### src/rtl/xfg_pkg.sv
// Shared constants and types for the XGMII link fault guard.
// Assumes lane k occupies data bits [8k+7:8k] with control bit k.
package xfg_pkg;
    localparam int          COL_LANES = 4;
    localparam logic [7:0]  SEQ_CHAR  = 8'h9C;
    localparam logic [7:0]  IDLE_CHAR = 8'h07;
    localparam logic [7:0]  LF_CODE   = 8'h01;
    localparam logic [7:0]  RF_CODE   = 8'h02;

    typedef enum logic [1:0] {
        LINK_OK     = 2'd0,
        LINK_LOCAL  = 2'd1,
        LINK_REMOTE = 2'd2
    } link_state_e;
endpackage

### src/rtl/xfg_col_detect.sv
// Classifies one received 32-bit column as local fault, remote fault or
// ordinary. Purely combinational; control bits of lanes 1..3 are ignored.
module xfg_col_detect
    import xfg_pkg::*;
(
    input  logic [31:0] col_data,
    input  logic [3:0]  col_ctrl,
    output logic        is_local,
    output logic        is_remote
);
    logic head_ok;

    // Common part of a fault ordered set: sequence char in lane 0, zero lanes 1-2
    always_comb begin
        head_ok   = col_ctrl[0] && (col_data[7:0] == SEQ_CHAR)
                    && (col_data[23:8] == 16'h0000);
        is_local  = head_ok && (col_data[31:24] == LF_CODE);
        is_remote = head_ok && (col_data[31:24] == RF_CODE);
    end
endmodule

### src/rtl/xfg_fault_fsm.sv
// Tracks the fault state from per-column fault flags. Counts consecutive
// ordinary columns in column order and clears the fault at CLEAR_COLS.
// Assumes col_local/col_remote are never both set for one column.
module xfg_fault_fsm
    import xfg_pkg::*;
#(
    parameter int NCOL       = 2,
    parameter int CLEAR_COLS = 128
) (
    input  logic            clk,
    input  logic            rst_n,
    input  logic [NCOL-1:0] col_local,
    input  logic [NCOL-1:0] col_remote,
    output link_state_e     state_next,
    output link_state_e     state_q
);
    localparam int             CW    = $clog2(CLEAR_COLS + 1);
    localparam logic [CW-1:0]  LIMIT = CW'(CLEAR_COLS);

    logic [CW-1:0] cnt_q;
    logic [CW-1:0] cnt_v;
    logic          lseen;
    logic          rseen;

    // Walk the columns in order: fault resets the count, ordinary column adds one
    always_comb begin
        cnt_v = cnt_q;
        lseen = 1'b0;
        rseen = 1'b0;
        for (int c = 0; c < NCOL; c++) begin
            if (col_local[c]) begin
                cnt_v = '0;
                lseen = 1'b1;
            end else if (col_remote[c]) begin
                cnt_v = '0;
                rseen = 1'b1;
            end else if (cnt_v < LIMIT) begin
                cnt_v = cnt_v + 1'b1;
            end
        end
    end

    // Next state: local wins, then remote, then release after the clean run
    always_comb begin
        if (lseen)
            state_next = LINK_LOCAL;
        else if (rseen)
            state_next = LINK_REMOTE;
        else if (state_q != LINK_OK && cnt_v >= LIMIT)
            state_next = LINK_OK;
        else
            state_next = state_q;
    end

    // State and counter registers
    always_ff @(posedge clk) begin
        if (!rst_n) begin
            state_q <= LINK_OK;
            cnt_q   <= '0;
        end else begin
            state_q <= state_next;
            cnt_q   <= cnt_v;
        end
    end
endmodule

### src/rtl/xfg_tx_mux.sv
// Output register of the transmit port: passes MAC data through or replaces
// every column with the pattern for the selected fault state.
module xfg_tx_mux
    import xfg_pkg::*;
#(
    parameter int LANES = 8
) (
    input  logic               clk,
    input  logic               rst_n,
    input  link_state_e        sel,
    input  logic [8*LANES-1:0] in_data,
    input  logic [LANES-1:0]   in_ctrl,
    output logic [8*LANES-1:0] out_data,
    output logic [LANES-1:0]   out_ctrl
);
    localparam int NCOL = LANES / COL_LANES;

    logic [8*LANES-1:0] rf_data;
    logic [LANES-1:0]   rf_ctrl;
    logic [8*LANES-1:0] idle_data;

    // Replacement patterns repeated once per column
    for (genvar c = 0; c < NCOL; c++) begin : g_pat
        assign rf_data[32*c +: 32]   = {RF_CODE, 16'h0000, SEQ_CHAR};
        assign rf_ctrl[4*c +: 4]     = 4'b0001;
        assign idle_data[32*c +: 32] = {4{IDLE_CHAR}};
    end

    // Registered selection of the transmit word
    always_ff @(posedge clk) begin
        if (!rst_n) begin
            out_data <= idle_data;
            out_ctrl <= '1;
        end else begin
            case (sel)
                LINK_LOCAL: begin
                    out_data <= rf_data;
                    out_ctrl <= rf_ctrl;
                end
                LINK_REMOTE: begin
                    out_data <= idle_data;
                    out_ctrl <= '1;
                end
                default: begin
                    out_data <= in_data;
                    out_ctrl <= in_ctrl;
                end
            endcase
        end
    end
endmodule

### src/rtl/xgmii_fault_guard.sv
// XGMII link fault guard: detects fault ordered sets on the receive stream
// and overrides the transmit port until CLEAR_COLS ordinary columns arrive.
// Assumes LANES is a multiple of four.
module xgmii_fault_guard
    import xfg_pkg::*;
#(
    parameter int LANES      = 8,
    parameter int CLEAR_COLS = 128
) (
    input  logic               clk,
    input  logic               rst_n,
    input  logic [8*LANES-1:0] rx_data,
    input  logic [LANES-1:0]   rx_ctrl,
    input  logic [8*LANES-1:0] tx_in_data,
    input  logic [LANES-1:0]   tx_in_ctrl,
    output logic [8*LANES-1:0] tx_out_data,
    output logic [LANES-1:0]   tx_out_ctrl,
    output logic               local_fault_o,
    output logic               remote_fault_o
);
    localparam int NCOL = LANES / COL_LANES;

    logic [NCOL-1:0] col_local;
    logic [NCOL-1:0] col_remote;
    link_state_e     state_next;
    link_state_e     state_q;

    // One detector per received column
    for (genvar c = 0; c < NCOL; c++) begin : g_det
        xfg_col_detect u_det (
            .col_data  (rx_data[32*c +: 32]),
            .col_ctrl  (rx_ctrl[4*c +: 4]),
            .is_local  (col_local[c]),
            .is_remote (col_remote[c])
        );
    end

    xfg_fault_fsm #(.NCOL(NCOL), .CLEAR_COLS(CLEAR_COLS)) u_fsm (
        .clk        (clk),
        .rst_n      (rst_n),
        .col_local  (col_local),
        .col_remote (col_remote),
        .state_next (state_next),
        .state_q    (state_q)
    );

    xfg_tx_mux #(.LANES(LANES)) u_mux (
        .clk      (clk),
        .rst_n    (rst_n),
        .sel      (state_next),
        .in_data  (tx_in_data),
        .in_ctrl  (tx_in_ctrl),
        .out_data (tx_out_data),
        .out_ctrl (tx_out_ctrl)
    );

    // Status flags decoded from the registered state
    always_comb begin
        local_fault_o  = (state_q == LINK_LOCAL);
        remote_fault_o = (state_q == LINK_REMOTE);
    end
endmodule

### config.mk
export PLATFORM = sky130hd
export DESIGN_NAME = xgmii_fault_guard
export DESIGN_NICKNAME = d
export VERILOG_FILES = /design/src/rtl/xfg_pkg.sv /design/src/rtl/xfg_col_detect.sv /design/src/rtl/xfg_fault_fsm.sv /design/src/rtl/xfg_tx_mux.sv /design/src/rtl/xgmii_fault_guard.sv
export SDC_FILE = /design/constraint.sdc
export NUM_CORES = 1
export LEC_CHECK = 0
export BUFFER_PORTS_ARGS = -buffer_cell sky130_fd_sc_hd__buf_2
export CORE_MARGIN = 1.5
export CORE_UTILIZATION = 41
export CTS_CLUSTER_SIZE = 12
export DETAILED_ROUTE_END_ITERATION = 10
export HOLD_SLACK_MARGIN = 0.1
export PLACE_DENSITY = 0.8
export SLEW_MARGIN = 5
export SYNTH_ARGS = -nofsm -noshare
export SYNTH_HDL_FRONTEND = slang
export SYNTH_HIERARCHICAL = 1
export SYNTH_SLANG_ARGS = --single-unit
export TNS_END_PERCENT = 100
### constraint.sdc
create_clock -name clk -period 3.83 [get_ports clk]
set_input_delay 0.5745 -clock clk [delete_from_list [all_inputs] [get_ports clk]]
set_output_delay 0.5745 -clock clk [all_outputs]
set_load 0.01 [all_outputs]
### Word-level counts from Yosys, hierarchy flattened

Index checks and enable logic that the tools add are counted.

| cells by class | value |
|---|---|
| add/sub/neg operators | 2 |
| order comparisons | 3 |
| equality and inequality tests | 10 |
| multiplexer cells | 17 |
| reductions and logical operators | 12 |

Operators by type and width:

| cell | number |
|---|---|
| 64-bit case mux with 2 select lines | 1 |
| 8-bit two-way mux | 6 |
| 16-bit logical NOT | 2 |
| 8-bit by 1-bit adder with 8-bit output, second input constant | 2 |
| 8-bit by 1-bit == test with 1-bit output, second input constant | 2 |
| 8-bit by 2-bit == test with 1-bit output, second input constant | 2 |
| 8-bit == test, second input constant | 2 |
| 8-bit less-than comparator, second input constant | 2 |
| 8-bit case mux with 2 select lines | 1 |
| 1-bit logical AND | 9 |
| 8-bit >= comparator, second input constant | 1 |
| 1-bit two-way mux | 6 |
| 2-bit two-way mux | 3 |
| 2-bit by 1-bit == test with 1-bit output, second input constant | 2 |
| 2-bit == test, second input constant | 2 |
| 2-bit nonzero test | 1 |

| word-level totals | value |
|---|---|
| flip-flop bits (word level) | 82 |
| bits of input ports | 146 |
| output and inout port bits | 74 |

### Logic depth before layout (Yosys ltp)

Gate-level depths: netlist (run 1).

| depth | value |
|---|---|
| depth after elaboration | 17 |
| gate-level depth with buffers | 13 |

### By module

The synthesis (run 1) kept the hierarchy.

Modules (own cells, without submodules):

| module | times used | cells each | area an instance (sq um) | seq. area each (sq um) |
|---|---|---|---|---|
| xfg_tx_mux | 1 | 200 | 2149.6 | 1441.4 |
| xfg_fault_fsm | 1 | 95 | 774.5 | 200.2 |
| xfg_col_detect | 2 | 16 | 112.6 | 0.0 |
| xgmii_fault_guard | 1 | 2 | 15.0 | 0.0 |

### Worst setup path before layout (run 1)

Ideal clock, no wire load.

| timing | value |
|---|---|
| path type | in2reg |
| from | input rx_data[9] |
| to | register u_mux.out_data[0] |
| arrival | 3091 ps |
| required time | 3705 ps |
| setup slack | 615 ps |
| cell stages on the path | 13 |
| buffers on the path | 2 |
| path through | nor4_1 -> nand4b_1 -> nor4_1 -> nor2_1 -> or2b_2 -> o31ai_2 -> o21ai_0 -> inv_1 -> ha_1 -> buf_4 -> buf_4 -> nand2_1 -> nand3_1 |

| between the ends | value |
|---|---|
| word-level cells in the longest chain between the ends | 16 |

RTL lines:

| element | RTL line | text |
|---|---|---|
| start: declaration | xgmii_fault_guard.sv:12 | `input logic [8*LANES-1:0] rx_data,` |
| 16-bit logical NOT (*) | xfg_col_detect.sv:16 | `&& (col_data[23:8] == 16'h0000);` |
| 1-bit logical AND (*) | xfg_col_detect.sv:16 |  |
| 1-bit logical AND (*) | xfg_col_detect.sv:18 | `is_remote = head_ok && (col_data[31:24] == RF_CODE);` |
| named net col_remote[0] | xgmii_fault_guard.sv:24 | `logic [NCOL-1:0] col_remote;` |
| 8-bit two-way mux | xfg_fault_fsm.sv:34 | `end else if (col_remote[c]) begin` |
| 8-bit two-way mux | xfg_fault_fsm.sv:31 | `if (col_local[c]) begin` |
| 8-bit by 1-bit adder with 8-bit output or 8-bit less-than comparator (tied branches) | xfg_fault_fsm.sv:38, xfg_fault_fsm.sv:37 |  |
| 8-bit two-way mux | xfg_fault_fsm.sv:37 | `end else if (cnt_v < LIMIT) begin` |
| [2 not listed] | n/a |  |
| 8-bit >= comparator | xfg_fault_fsm.sv:49 | `else if (state_q != LINK_OK && cnt_v >= LIMIT)` |
| 1-bit logical AND | xfg_fault_fsm.sv:49 |  |
| 2-bit two-way mux | xfg_fault_fsm.sv:49 |  |
| 2-bit two-way mux (*) | xfg_fault_fsm.sv:47 | `else if (rseen)` |
| 2-bit two-way mux (*) | xfg_fault_fsm.sv:45 | `if (lseen)` |
| named net state_next[0] | xgmii_fault_guard.sv:25 | `link_state_e state_next;` |
| 2-bit == test or 2-bit by 1-bit == test with 1-bit output (tied branches) | xfg_tx_mux.sv:35 | `case (sel)` |
| 64-bit case mux with 2 select lines (*) | xfg_tx_mux.sv:35 |  |
| end signal: assignment | xfg_tx_mux.sv:32 | `out_data <= idle_data;` |
| end signal: assignment | xfg_tx_mux.sv:37 | `out_data <= rf_data;` |
| end signal: assignment | xfg_tx_mux.sv:41 | `out_data <= idle_data;` |
| end: declaration | xfg_tx_mux.sv:13 | `output logic [8*LANES-1:0] out_data,` |

The timed path passes the listed nets; every way through them passes the cells marked *.
A chain may end at the register's enable or synchronous reset.

### Worst setup path after layout (run 1)

| timing | value |
|---|---|
| from | input rx_data[1] |
| to | register u_mux.out_data[34] |

RTL lines:

| element | RTL line | text |
|---|---|---|
| 8-bit == test (*) | xfg_col_detect.sv:15 | `head_ok = col_ctrl[0] && (col_data[7:0] == SEQ_CHAR)` |
| 1-bit logical AND (*) | xfg_col_detect.sv:15 |  |
| 1-bit logical AND (*) | xfg_col_detect.sv:16 |  |
| 1-bit logical AND (*) | xfg_col_detect.sv:17 | `is_local = head_ok && (col_data[31:24] == LF_CODE);` |
| named net col_local[0] | xgmii_fault_guard.sv:23 | `logic [NCOL-1:0] col_local;` |
| 8-bit two-way mux | xfg_fault_fsm.sv:31 |  |
| 8-bit by 1-bit adder with 8-bit output or 8-bit less-than comparator (tied branches) | xfg_fault_fsm.sv:38, xfg_fault_fsm.sv:37 |  |
| 8-bit two-way mux | xfg_fault_fsm.sv:37 |  |
| [2 not listed] | n/a |  |
| 8-bit >= comparator | xfg_fault_fsm.sv:49 |  |
| 1-bit logical AND | xfg_fault_fsm.sv:49 |  |
| 2-bit two-way mux | xfg_fault_fsm.sv:49 |  |
| 2-bit two-way mux | xfg_fault_fsm.sv:47 |  |
| 2-bit two-way mux (*) | xfg_fault_fsm.sv:45 |  |
| named net state_next[0] | xgmii_fault_guard.sv:25 |  |
| 2-bit == test or 2-bit by 1-bit == test with 1-bit output (tied branches) | xfg_tx_mux.sv:35 |  |
| 64-bit case mux with 2 select lines (*) | xfg_tx_mux.sv:35 |  |

Marks and branches as above.

==> results by group, run 1 <==
STA
  – Final setup violation count: 0
  – Hold Slack: 0.411 ns
  – Max frequency: 316 MHz
  – Final period util: 82.5%
  – TNS Setup: 0 ns
  – Final worst clock skew: 0.00893 ns
  – Max Slew Vio Count: 0
  – Fin. Hold Viols: 0
  – Worst-Margin Slew: 0.615 ns
  – Max-slew headroom: 59.0%
  – Final worst setup slack: 0.669 ns
  – Unrepaired setup endpoints after global routing: no
  – Final Critical Period: 3.16 ns

Pwr
  – Seq pwr share: 49.7%
  – LEAKAGE: 2.30 nW
  – Power, Total: 0.00183 W
  – Comb power frac: 11.2%
  – Total net switching power: 0.000442 W
  – Max rail drop VDD: 0.000264 V
  – Pwr Density: 405 nW/um^2
  – Clock Power Share: 39.1%
  – Int Power: 0.00139 W
  – Net Sw Frac: 24.2%

Die
  – Initial Utilization: 42.9%
  – Die height: 90.9 um
  – Die ar.: 8250 um^2
  – Core area: 7370 um^2
  – Num rows: 31
  – Die width: 90.9 um
  – Top Ports: 220

Synth
  – Main synth FF type: dfxtp_1
  – Number of synthesized flops with an enable pin: 0
  – Seq cells post-synth: 82
  – Cell count after synthesis: 329
  – Yosys warns: 6
  – Mapped Nets: 479
  – Sequential element share of the synthesized area: 51.9%
  – Synth cell types: 48
  – Synth Area per Inst: 9.62 um^2
  – Post-synth design cell area: 3160 um^2
  – Fraction of registers with async set/reset: 0%

Clock tree
  – Clock-pin transition on the worst setup and hold timing paths: 0.08 ns
  – Cts bufs inserted: 9
  – CTS tree: yes
  – Worst skew pair latency: 0.34 ns
  – Clock Sinks: 82
  – Post-CTS Hold Buffers: 0
  – CTS root buffer: clkbuf_8
  – Post-cts gate resize count: 0
  – H-tree depth: 3
  – Clock Path Buffers: 2
  – Postcts setup bufs: 0

Placed design
  – Gpl congestion: 0.852
  – Dpl cells: 628
  – HPWL after DPL: 6.66 mm
  – Port buffer count: 213
  – Dpl ws: 0.327 ns

Route
  – Initial DRC Count: 138
  – Drc violations: 0
  – First-pass DRT Iterations: 5
  – Vias per std cell: 4.93
  – Wirelength per Cell: 13.3 um
  – DRT antenna net count: 0
  – Final wirelength: 8.58 mm
  – DR vias: 3175

GRT
  – Largest net degree at the start of global routing: 40
  – Initial antenna violation count: 0
  – GRT Util Overall: 20.6%
  – Gr ovfl total: 0
  – Number of global-route vias before repair: 3013
  – Global-route wire length before repair: 13.8 mm

Min path
  – Type of the most critical hold path: in -> reg
  – Hold path startpoint: tx_in_data[57]
  – WHS Path Cells: 2
  – End of the worst hold path: u_mux/out_data[57]

Setup path
  – Worst R2R Path Depth: 10
  – Startpoint class of the critical path: primary input
  – Req. time, crit path: 4.05 ns
  – CP Launch Point: rx_data[1]
  – Setup crit end kind: flop
  – Slack of the worst reg-to-reg path: 0.69 ns
  – Reg-to-Reg End: u_mux/out_data[34]
  – CP arrival: 3.38 ns
  – Worst Setup Path Type: in -> reg
  – R2r startpoint: u_fsm/cnt_q[0]
  – CP Max Fanout: 22

Finish
  – Most frequent cells in the layout: buf_2, dfxtp_1, nand2_1
  – N_diodes: 0
  – Fillers: 673
  – Layout cells sized above 1: 46.1%
  – Commonest non-fill, non-tap cell in the layout: buf_2
  – Area Overhead vs Synth: 42.8%
  – Sequential Area: 1640 um^2
  – NumNets Final: 690
  – Multi-input logic area: 1380 um^2
  – Layout Cells excl Fill: 644

Job
  – MaxCap Viol Count: 0

Outcome
  – Status: complete, no violations
kinds of logic (layout without fill, tap and decap cells):
group	count (synthesis)	count (layout)	synth area share [%]
compound gates	24	24	6.01
xor+xnor	8	8	2.21
fa+ha+maj	4	4	1.58
buf+inv	24	240	4.74
flops	82	82	51.9
mux	3	3	0.949
simple gates	184	184	32.6
flip-flops by register name (all words and copies together) (netlist names):
name            flops
u_mux/out_ctrl      8
u_fsm/cnt_q         8
u_mux/out_data     64
u_fsm/state_q       2
worst max-delay path by stage:
stage / to / slack (ns) / cells after the start
CTS: u_mux/out_data[34] / 0.70 / 13
global placement: u_mux/out_ctrl[4] / 0.39 / 13
floorplan: u_mux/out_data[0] / 0.61 / 13
detailed placement: u_mux/out_data[17] / 0.33 / 13
global route: u_mux/out_data[17] / 0.38 / 13
finish: u_mux/out_data[34] / 0.67 / 13
layout make-up:
class	count	area share (%)
inverter	4	0.332
tap	99	2.74
clock buffer	9	2.74
clock inverter	7	2.41
multi-input combinational	223	30.4
sequential	82	36.3
timing repair buffer	220	25.0
synthesized netlist by cell type, types with 2 or more instances:
cell | instances | area, um^2
nor4b_1 | 3 | 26.3
nor2_1 | 14 | 52.6
nand4b_1 | 3 | 26.3
buf_6 | 4 | 45.0
nor3_1 | 9 | 45.0
a21boi_1 | 7 | 52.6
nor3b_1 | 2 | 15.0
and2_1 | 3 | 18.8
inv_1 | 4 | 15.0
and3_1 | 34 | 213
nand2_1 | 44 | 165
or2_1 | 6 | 37.5
o21ai_0 | 5 | 25.0
buf_2 | 3 | 15.0
clkbuf_1 | 6 | 22.5
a21oi_1 | 2 | 10.0
nand3_1 | 31 | 155
xnor2_1 | 7 | 61.3
buf_4 | 7 | 52.6
nor4b_2 | 5 | 75.1
ha_1 | 4 | 50.1
dfxtp_1 | 82 | 1640
nand2b_1 | 8 | 50.1
mux2i_1 | 3 | 30.0
nor4_1 | 10 | 62.6
worst max-delay path: stages:
cell	delay, ns
buf_2	0.11
nor4b_2	0.26
nand4b_1	0.16
nor4_1	0.40
nor2_1	0.24
or2b_2	0.28
o31ai_2	0.09
o21ai_0	0.25
inv_1	0.08
ha_2	0.37
buf_4	0.22
nand2_2	0.10
or2_1	0.25
per-layer routing:
layer / global-route usage, % / wire length, um / vias to the layer above / share of wire [%]
met4: 7.81 / 157 / 0 / 1.8
li1: - / - / 1570 / -
met2: 36.0 / 4330 / 160 / 50
met3: 5.81 / 678 / 16 / 7.9
met1: 23.7 / 3410 / 1429 / 40
met5: 0 / 0 / - / 0
power by group through the flow:
stage | Combinational, W | Sequential, W | Clock, W
floorplan | 0.0000641 | 0.000949 | 0
global placement | 0.000199 | 0.000928 | 0
detailed placement | 0.000204 | 0.000930 | 0
CTS | 0.000205 | 0.000910 | 0.000737
global route | 0.000225 | 0.000913 | 0.000772
finish | 0.000205 | 0.000909 | 0.000715
per-stage QoR:
stage / area (um^2) / utilization [%]
final: 4520 / 61.3
after global routing: 4520 / 61.3
after CTS: 4520 / 61.3
after detailed placement: 4290 / 58.2
after global placement: 4290 / 58.2
after floorplan: 3160 / -
(Power assumes the default switching activity.)
==> run 2: changes to the inputs <==
clock period = 3.2 ns   (was 3.83 ns; I/O delays follow)
==> run 2 against run 1 <==
Compared with the run above: critical path depth is 2 lower; final cell count up 1.2%; final area is 0.78% higher.
==> results by group, run 2 (synthesis results as in run 1) <==
Outcome
  – Status: complete, no violations

Pwr
  – Max rail drop VDD: 0.000266 V
  – LEAKAGE: 2.33 nW
  – Pwr Density: 447 nW/um^2

Finish
  – Most flops, register: u_mux/out_data
  – Max reg flops: 64
  – Layout cells sized above 1: 47.4%
  – Layout Cells excl Fill: 652
  – NumNets Final: 698
  – Most frequent cells in the layout: buf_2, dfxtp_1, nand2_1
  – Largest regs: u_mux/out_data (64), u_fsm/cnt_q (8), u_mux/out_ctrl (8)
  – N_diodes: 0
  – Commonest non-fill, non-tap cell in the layout: buf_2
  – Area Overhead vs Synth: 43.9%

Die
  – Die width: 90.9 um
  – Initial Utilization: 42.9%
  – Core area: 7370 um^2
  – Top Ports: 220
  – Num rows: 31
  – Die ar.: 8250 um^2
  – Die height: 90.9 um

Setup path
  – Slowest CP cell: dfxtp_1
  – Max stage delay on crit path: 0.47 ns
  – CP Cell Sequence: ha_1, nand2b_1, xnor2_2, o311ai_4, buf_4, o311ai_1, nand2_1, ha_2, nand2b_1, buf_12, nand3_1
  – Family with the most delay on the worst path: adder cells
  – Reg-to-Reg End: u_mux/out_ctrl[1]
  – Req. time, crit path: 3.41 ns
  – Startpoint class of the critical path: flop
  – Worst Setup Path Type: reg -> reg
  – CP bufs+invs: 2
  – Cell repeated most along the worst path: nand2b_1
  – Worst R2R Path Depth: 11
  – Setup crit end kind: flop
  – CP Max Fanout: 26
  – Slack of the worst reg-to-reg path: 0.29 ns
  – CP arrival: 3.12 ns
  – R2r startpoint: u_fsm/cnt_q[0]

Clock tree
  – Clock Sinks: 82
  – Post-CTS Hold Buffers: 0
  – H-tree depth: 3
  – Cts bufs inserted: 9
  – Clock-pin transition on the worst setup and hold timing paths: 0.09 ns
  – Worst skew pair latency: 0.35 ns
  – CTS tree: yes
  – Clock Path Buffers: 2
  – CTS root buffer: clkbuf_8
  – Postcts setup bufs: 0

STA
  – Final Critical Period: 2.91 ns
  – Fin. Hold Viols: 0
  – TNS Setup: 0 ns
  – Max frequency: 343 MHz
  – Final setup violation count: 0
  – Final worst clock skew: 0.00921 ns
  – Max-slew headroom: 64.3%
  – Worst-Margin Slew: 0.536 ns
  – Final period util: 91.1%
  – Unrepaired setup endpoints after global routing: no
  – Max Slew Vio Count: 0

GRT
  – M3 GR Usage: 7.07%
  – Busiest grt layer: met2
  – GRT met1 Usage: 25.3%
  – Gr ovfl total: 0
  – Global-route wire length before repair: 14.0 mm
  – GRT Util Overall: 21.0%
  – Initial antenna violation count: 0
  – Number of global-route vias before repair: 3005
  – Met2 Resource Use GR: 35.4%
  – Largest net degree at the start of global routing: 38

Job
  – MaxCap Viol Count: 0

Route
  – Vias per std cell: 4.88
  – First-pass DRT Iterations: 4
  – Wirelength per Cell: 13.5 um
  – DR vias: 3183
  – DRT antenna net count: 0
  – Drc violations: 0
  – Initial DRC Count: 95
  – Final wirelength: 8.78 mm

Placed design
  – Port buffer count: 213
  – Gpl congestion: 0.820
  – HPWL after DPL: 6.82 mm
  – Dpl cells: 636

Min path
  – Type of the most critical hold path: in -> reg
  – End of the worst hold path: u_mux/out_data[25]
  – WHS Path Cells: 2
  – Hold path startpoint: tx_in_data[25]
[run 2: cell type report]
cell class              count  area, um^2
fillers                   641        2820
flip-flops and latches     82        1640
multi-input cells         223        1390
repair buffers            228        1200
clock buffers               9         124
well taps                  99         124
clock inverters             7        58.8
inverters                   4        15.0
[run 2: repair_timing]
action | in CTS | in global routing
setup endpoints to repair | 0 | 20
hold endpoints to repair | 0 | 0
resized for setup | 0 | 3
[run 2: worst max path at each step]
stage	startpoint	cells past startpoint	endpoint
after global placement	rx_data[9]	13	u_mux/out_data[7]
after detailed placement	rx_data[9]	13	u_mux/out_data[35]
after floorplan	rx_data[9]	13	u_mux/out_data[0]
after CTS	u_fsm/cnt_q[0]	11	u_mux/out_data[7]
after global routing	u_fsm/cnt_q[0]	10	u_mux/out_data[35]
final	u_fsm/cnt_q[0]	11	u_mux/out_ctrl[1]
[run 2: per-layer routing]
| metal | vias up | wire length [um] |
|---|---|---|
| li1 | 1580 | - |
| met1 | 1447 | 3690 |
| met2 | 141 | 4260 |
| met3 | 15 | 669 |
| met4 | 0 | 156 |
| met5 | - | 0 |
[run 2: power breakdown]
part,switching [W],internal [W]
combinational,0.000114,0.000133
sequential,0.0000175,0.00107
clock,0.000405,0.000296
total,0.000536,0.00150
[run 2: through the flow]
step / setup WS, ns / total power (W) / hold slack (ns) / utilization, % / cell area [um^2]
floorplan: 0.0790 / 0.00121 / 0.464 / - / 3160
global placement: 0.0376 / 0.00135 / 0.482 / 59.2 / 4360
finish: 0.285 / 0.00204 / 0.306 / 61.8 / 4550
CTS: 0.161 / 0.00206 / 0.288 / 61.6 / 4540
global route: 0.0444 / 0.00215 / 0.276 / 61.8 / 4550
detailed placement: 0.0119 / 0.00136 / 0.505 / 59.2 / 4360
==> run 3: changes to the inputs <==
==> constraint.sdc (replaced) <==
create_clock -name clk -period 3.2 [get_ports clk]
set_input_delay 0.16 -clock clk [delete_from_list [all_inputs] [get_ports clk]]
set_output_delay 0.16 -clock clk [all_outputs]
set_load 0.01 [all_outputs]
==> run 3 against run 2 <==
Compared with the run above: clock-buffer cell count did not move; combinational power rose by 31%; via count rose by 10%; register-to-register slack got worse by 0.09 ns; sequential share of layout area fell by 4.5 points; power rose by 3.1%; critical path depth did not move; die area did not move; sequential power barely moved; clock power fell by 2%; largest cell class is now non-clock buffers; highest routed layer unchanged.
==> results by group, run 3 (synthesis results as in run 1) <==
Outcome
  – Status: complete, no violations

Die
  – Core area: 7370 um^2
  – Num rows: 31
  – Die ar.: 8250 um^2
  – Initial Utilization: 42.9%
  – Die width: 90.9 um
  – Die height: 90.9 um
  – Top Ports: 220

GRT
  – Gr ovfl total: 0
  – Initial antenna violation count: 0
  – GRT Util Overall: 25.3%
  – Largest net degree at the start of global routing: 40
  – Number of global-route vias before repair: 3542
  – Global-route wire length before repair: 16.8 mm

STA
  – Max-slew headroom: 57.8%
  – Final Critical Period: 3.01 ns
  – Final setup violation count: 0
  – Worst-Margin Slew: 0.634 ns
  – Final worst clock skew: 0.00910 ns
  – Final period util: 94.0%
  – Max frequency: 333 MHz
  – Fin. Hold Viols: 0
  – Max Slew Vio Count: 0
  – TNS Setup: 0 ns

Finish
  – Max reg flops: 64
  – Area Overhead vs Synth: 64.4%
  – NumNets Final: 762
  – N_diodes: 0
  – Commonest non-fill, non-tap cell in the layout: buf_2
  – Largest regs: u_mux/out_data (64), u_fsm/cnt_q (8), u_mux/out_ctrl (8)
  – Layout cells sized above 1: 41.3%
  – Most flops, register: u_mux/out_data
  – Layout Cells excl Fill: 716
  – Most frequent cells in the layout: buf_2, dfxtp_1, dlygate4sd3_1

Clock tree
  – CTS root buffer: clkbuf_8
  – Cts bufs inserted: 9
  – Clock-pin transition on the worst setup and hold timing paths: 0.09 ns
  – Postcts setup bufs: 0
  – Worst skew pair latency: 0.34 ns
  – CTS tree: yes
  – Clock Sinks: 82
  – H-tree depth: 3
  – Clock Path Buffers: 2

Route
  – DRT antenna net count: 0
  – Final wirelength: 10.5 mm
  – First-pass DRT Iterations: 5
  – DR vias: 3511
  – Wirelength per Cell: 14.7 um
  – Initial DRC Count: 149
  – Vias per std cell: 4.90
  – Drc violations: 0

Pwr
  – Power, Total: 0.00210 W
  – LEAKAGE: 2.58 nW
  – Max rail drop VDD: 0.000289 V
  – Pwr Density: 403 nW/um^2

Setup path
  – CP bufs+invs: 3
  – Family with the most delay on the worst path: compound AO/OA/AOI/OAI gates
  – Max stage delay on crit path: 0.41 ns
  – Slowest CP cell: dfxtp_1
  – Startpoint class of the critical path: flop
  – Worst Setup Path Type: reg -> reg
  – Setup crit end kind: flop
  – CP arrival: 3.29 ns
  – CP Max Fanout: 20
  – Req. time, crit path: 3.49 ns
  – CP Cell Sequence: ha_2, a21oi_1, o311a_2, o311ai_4, o31ai_2, o21ai_0, inv_1, ha_2, buf_4, buf_4, and3_1

Placed design
  – Gpl congestion: 0.812
  – Port buffer count: 213
  – Dpl cells: 628
  – HPWL after DPL: 6.68 mm

Job
  – MaxCap Viol Count: 0

Min path
  – Type of the most critical hold path: in -> reg
run 3: changes by cell type in the layout (fill, tap and decap cells not counted), sizes merged:
cell	delta
clkinvlp	+1
clkinv	-1
buf	-8
dlygate4sd3	+72
run 3: repair_timing:
item / in CTS / in global routing
gates resized for setup: 0 / 4
hold buffers: 72 / 0
endpoints found under the setup margin: 0 / 56
endpoints found under the hold margin: 72 / 0
run 3: through the flow:
stage	hold WS, ns	worst slack, ns	instance area (um^2)	utilization (%)
finish	0.302	0.193	5200	70.6
global route	0.317	-0.0326	5200	70.6
CTS	0.276	0.111	5190	70.4
detailed placement	0.343	0.105	4290	58.2
global placement	0.339	0.206	4290	58.2
floorplan	0.260	0.399	3160	-
run 3: worst paths after layout:
check / from / end / slack (ns) / cells past startpoint
setup / recovery: u_fsm/cnt_q[1] / u_mux/out_data[37] / 0.19 / 11
hold / removal: rst_n / u_mux/out_ctrl[1] / 0.30 / 2
setup reg to reg: u_fsm/cnt_q[1] / u_mux/out_data[37] / 0.19 / 11
hold reg to reg: u_fsm/state_q[0] / u_fsm/state_q[0] / 0.51 / 2
run 3: layer usage:
layer	vias to the layer above	track usage, %	wire (um)
met5	-	0	0
met4	0	8.98	189
met3	20	7.24	749
met2	165	46.2	5470
met1	1611	27.8	4110
li1	1715	-	-
run 3: where the power goes:
part           switching, W  total, W  internal (W)
Combinational      0.000133  0.000324      0.000191
Sequential        0.0000205   0.00109       0.00107
Clock              0.000389  0.000683      0.000294
run 3: area by class of cell:
cell class / count / area [um^2]
Tap cell: 99 / 124
Inverter: 4 / 15.0
Multi-Input combinational cell: 223 / 1390
Timing Repair Buffer: 292 / 1850
Clock buffer: 9 / 124
Clock inverter: 7 / 57.6
Sequential cell: 82 / 1640
Fill cell: 575 / 2170
